==> src/rtl/ext_irq_latch.sv <==
module ext_irq_latch (
  input  logic       clk,
  input  logic       rst_n,
  input  logic [1:0] irq_pin_n,
  input  logic       reg_wr,
  input  logic [3:0] reg_wdata,
  output logic [3:0] reg_rdata,
  input  logic [1:0] irq_ack,
  output logic [1:0] irq_req
);

  logic [1:0] s1, s2, s2_d;
  logic [1:0] typ, flag;
  logic [1:0] fall, swclr;

  always_ff @(posedge clk or negedge rst_n)
    if (!rst_n) begin
      s1   <= 2'b11;
      s2   <= 2'b11;
      s2_d <= 2'b11;
    end else begin
      s1   <= irq_pin_n;
      s2   <= s1;
      s2_d <= s2;
    end

  assign fall  = s2_d & ~s2;
  assign swclr = {reg_wr & ~reg_wdata[3], reg_wr & ~reg_wdata[1]};

  always_ff @(posedge clk or negedge rst_n)
    if (!rst_n)
      typ <= 2'b00;
    else if (reg_wr)
      typ <= {reg_wdata[2], reg_wdata[0]};

  for (genvar i = 0; i < 2; i++) begin : g_ch
    always_ff @(posedge clk or negedge rst_n)
      if (!rst_n)
        flag[i] <= 1'b0;
      else if (typ[i])
        flag[i] <= fall[i] | (flag[i] & ~irq_ack[i] & ~swclr[i]);
      else
        flag[i] <= ~s2[i];
  end

  assign irq_req   = flag;
  assign reg_rdata = {flag[1], typ[1], flag[0], typ[0]};

endmodule

==> config.mk <==
export PLATFORM = sky130hd
export DESIGN_NAME = ext_irq_latch
export DESIGN_NICKNAME = d
export VERILOG_FILES = /design/src/rtl/ext_irq_latch.sv
export SDC_FILE = /design/constraint.sdc
export NUM_CORES = 1
export LEC_CHECK = 0
export ABC_AREA = 0
export CAP_MARGIN = 20
export CORE_AREA = 2 2 39 41
export DETAILED_ROUTE_END_ITERATION = 7
export DIE_AREA = 0 0 41 43
export MAX_ROUTING_LAYER = met4
export PLACE_DENSITY = 0.67
export RECOVER_POWER = 100
export SETUP_SLACK_MARGIN = 0.4
export SLEW_MARGIN = 40
export SYNTH_ARGS = -nofsm -noshare
export SYNTH_HDL_FRONTEND = slang
export SYNTH_SLANG_ARGS = --single-unit
==> constraint.sdc <==
create_clock -name clk -period 1.6 [get_ports clk]
set_clock_uncertainty 0.05 [all_clocks]
set_input_delay 0.24 -clock clk [delete_from_list [all_inputs] [get_ports clk]]
set_output_delay 0.24 -clock clk [all_outputs]
set_load 0.01 [all_outputs]
### Word-level counts from Yosys, hierarchy flattened

Index checks and enable logic that the tools add are counted.
Widths: inputs -> output; s select.

* mux-type cells: 2
* bitwise logic cells: 18

Operator list (number)
* $not 1->1: 8
* $and 1x1->1: 6
* $and 2x2->2: 1
* $mux 1: 2
* $not 2->2: 1
* $or 1x1->1: 2

* bits in registers: 10
* input port bits: 11
* word-level logic and storage cells: 26

### Depth between registers and ports, before layout

* depth after elaboration: 6
* gate-level depth with buffers: 2
* mapped depth without buffers: 2

### Least setup slack after synthesis

No wires, ideal clock.

* kind: reg-to-reg
* start: register typ[0] (netlist name)
* end: register typ[0]
* arrival: 0.683 ns
* required time: 1.423 ns
* path slack: 0.740 ns
* cell stages (with the launch flop): 2
* path buffers: 0
* cell sequence: dfrtp_1 mux2_1

RTL lines
* to (signal assigned): line 34 `typ <= {reg_wdata[2], reg_wdata[0]};`
* to (decl): line 13 `logic [1:0] typ, flag;`

### Final worst setup path

* start: register flag[0], in the netlist irq_req[0]
* end: output port reg_rdata[1]

RTL lines
* from (decl): line 13
* from (signal, indexed assignment): line 41 `flag[i] <= fall[i] | (flag[i] & ~irq_ack[i] & ~swclr[i]);`
* from (signal, indexed assignment): line 43 `flag[i] <= ~s2[i];`
* to (decl): line 7 `output logic [3:0] reg_rdata,`

No word-level cell between the ends.

==> reports/metrics.cfg <==
[run_status]
status=completed

[sta]
max_slew_margin_pct=71.6
clock.fmax_mhz=805
worstMarginPinSlew_ns=0.425
tns_ns=0
post-route-period-util_pct=77.6
rsz0062_at_grt=yes
layout_min_cycle_time_ns=1.24
hold_viol=0
finalSetupViolCount=0
slew_viol_final=0

[drt]
wirelength_um=680
ant_nets=0
vias=241
wl_per_cell_um=11.7
viasPerCell=4.16
dr.pass1.iters=2
drc_errors=0
dr.first_iter.drc_count=1

[synth]
synth_xor_xnor_area_share_pct=0
yosysMostFrequentCell=dfstp_2
syn-num-nets=33
synthMuxAreaShare_pct=6.00
synth_compound_area_share_pct=8.67
synth_edf_count=0
async_reset_ff_share_pct=100
synth_top_family_by_area=simple AND/OR/NAND/NOR gates
ys.warnings.count=0
synth.area.top_cells=dfstp_2 42%, dfrtp_1 27%, o32ai_2 8.7%, nor2b_4 7.3%, mux2_1 6.0%
synth_adder_area_share_pct=0
synth-simple-area-share_pct=12.7
synthFlopType=dfstp_2
synthTopCellsByCount=6 x dfstp_2, 4 x dfrtp_1
ys_ff_latch=10
synth_top_area_share_pct=42.0
ys_seq_area_share_pct=68.7
mappedNetlistArea_um2=375
yosys.cell_types.count=8
syn_inst=22
yosysTopAreaCell=dfstp_2
syn_avg_cell_area_um2=17.1

[grt]
gr-usage-met1_pct=7.69
grt_pass1_vias=275
grt_max_degree=11
busiest_layer=met2
use_met3_pct=3.14
gr-total-overflow=0
grt_pass1_wl_mm=1.00
met2_usage_pct=16.3
grt_use_total_pct=9.69
antenna_found_initial=0

[clock_network]
postCtsHoldBufs=0
cts_tree=done
htreeDepth=1
clkLatencyLatePin_ns=0.25
clk_pin_slew_ns=0.06
cts_buffers=3
clockRootBuffer=clkbuf_4
cts_max_path_buffers=2
cts_sinks=10

[setup_path]
arrival_ns=0.95
slowest_stage=dfrtp_1
max_stage_delay_ns=0.40
worst_setup_path_start_kind=flop
worst-setup-path-type=reg2out
timing.reg2reg.setup_slack_ns=0.61
crit_buf_inv=1
regToRegStartpoint=typ[1]
crit_chain=clkdlybuf4s25_1
crit_family=flip-flops
startpoint=irq_req[0]
crit_path_end_kind=output pin
cp.required_ns=1.31
worstPathMaxFanout=3

[die]
fp.dieW_um=41
core.rowCount=14
core-area_um2=1380
start_util_pct=27.1
ios=17
die_y_um=43
design.die.area_um2=1760

[place]
dpl_cell_area_um2=541
finalWeightedCongestion=0.523
dp_cells=52
port_buffers=16

[flow_run]
maxCapViolations=0

[layout]
antennaDiodeCount=0
multi_input_area_um2=95.1
nets=54
drive_above_1_share_pct=31.0
stdcell_area_um2=559
fillers=130
regArea_um2=258
syn2layout_area_growth_pct=49.0
finalNonFillerCells=58

[power]
p_leak_uw=0.000225
p_per_area_nw_per_um2=1050
ir_drop_mv=0.290

[worst_hold_path]
holdCritPathClass=in2async

layout by cell type, fill, tap and decap left out, drive strengths merged:
| cell type | count |
|---|---|
| clkbuf | 8 |
| o32ai | 2 |
| clkdlybuf4s25 | 2 |
| dlygate4sd3 | 4 |
| clkdlybuf4s50 | 6 |
| mux2 | 2 |
| nand2 | 2 |
| nor2b | 4 |
| dfrtp | 4 |
| dfstp | 6 |
| buf | 2 |
sequential cells by signal, summed over array words and instances (netlist names):
| name | count |
|---|---|
| irq_req | 2 |
| s1 | 2 |
| s2 | 2 |
| s2_d | 2 |
| typ | 2 |
cells by family after synthesis:
group | count (synthesis)
DFF | 10
and+or+nand+nor | 6
AOI/OAI and AO/OA | 2
muxes | 2
buffers and inverters | 2
power breakdown:
part	switching, uW	internal (uW)
clock	78.7	138
sequential	10.0	276
combinational	34.0	49.4
total	123	463
metrics by stage:
step                worst slack, ns  hold slack [ns]  total power, uW  util [%]
floorplan                     0.740           -0.106              326         -
global placement              0.322            0.297              383      39.1
detailed placement            0.265            0.297              387      39.1
CTS                           0.359            0.238              610      42.0
global route                  0.307            0.316              625      40.4
finish                        0.358            0.305              586      40.4
path summary, 6_finish.rpt:
kind | to | cells after the start
setup / recovery | reg_rdata[1] | 1
hold / removal | typ[0] | 1
setup reg to reg | typ[1] | 2
hold reg to reg | s2[1] | 0
max in group asynchronous | s2_d[1] | 1
min in group clk | s2[1] | 0
repair_timing:
item                       4_1_cts  5_1_grt
setup buffers                    1        1
setup endpoints to repair        6        6
gates cloned                     0        0
resized for setup               10        7
final cells by class:
| cell class | count | area share, % |
|---|---|---|
| clock buffer | 4 | 6.49 |
| multi-input combinational | 10 | 17.0 |
| sequential | 10 | 46.1 |
| tap | 16 | 3.58 |
| timing repair buffer | 18 | 26.8 |
metal layers:
metal  wire (um)  share of wire [%]
met5           0                  0
met4           0                  0
met3          91                 13
met2         345                 51
met1         242                 36
Note: power is estimated with default switching activity, not from simulation.
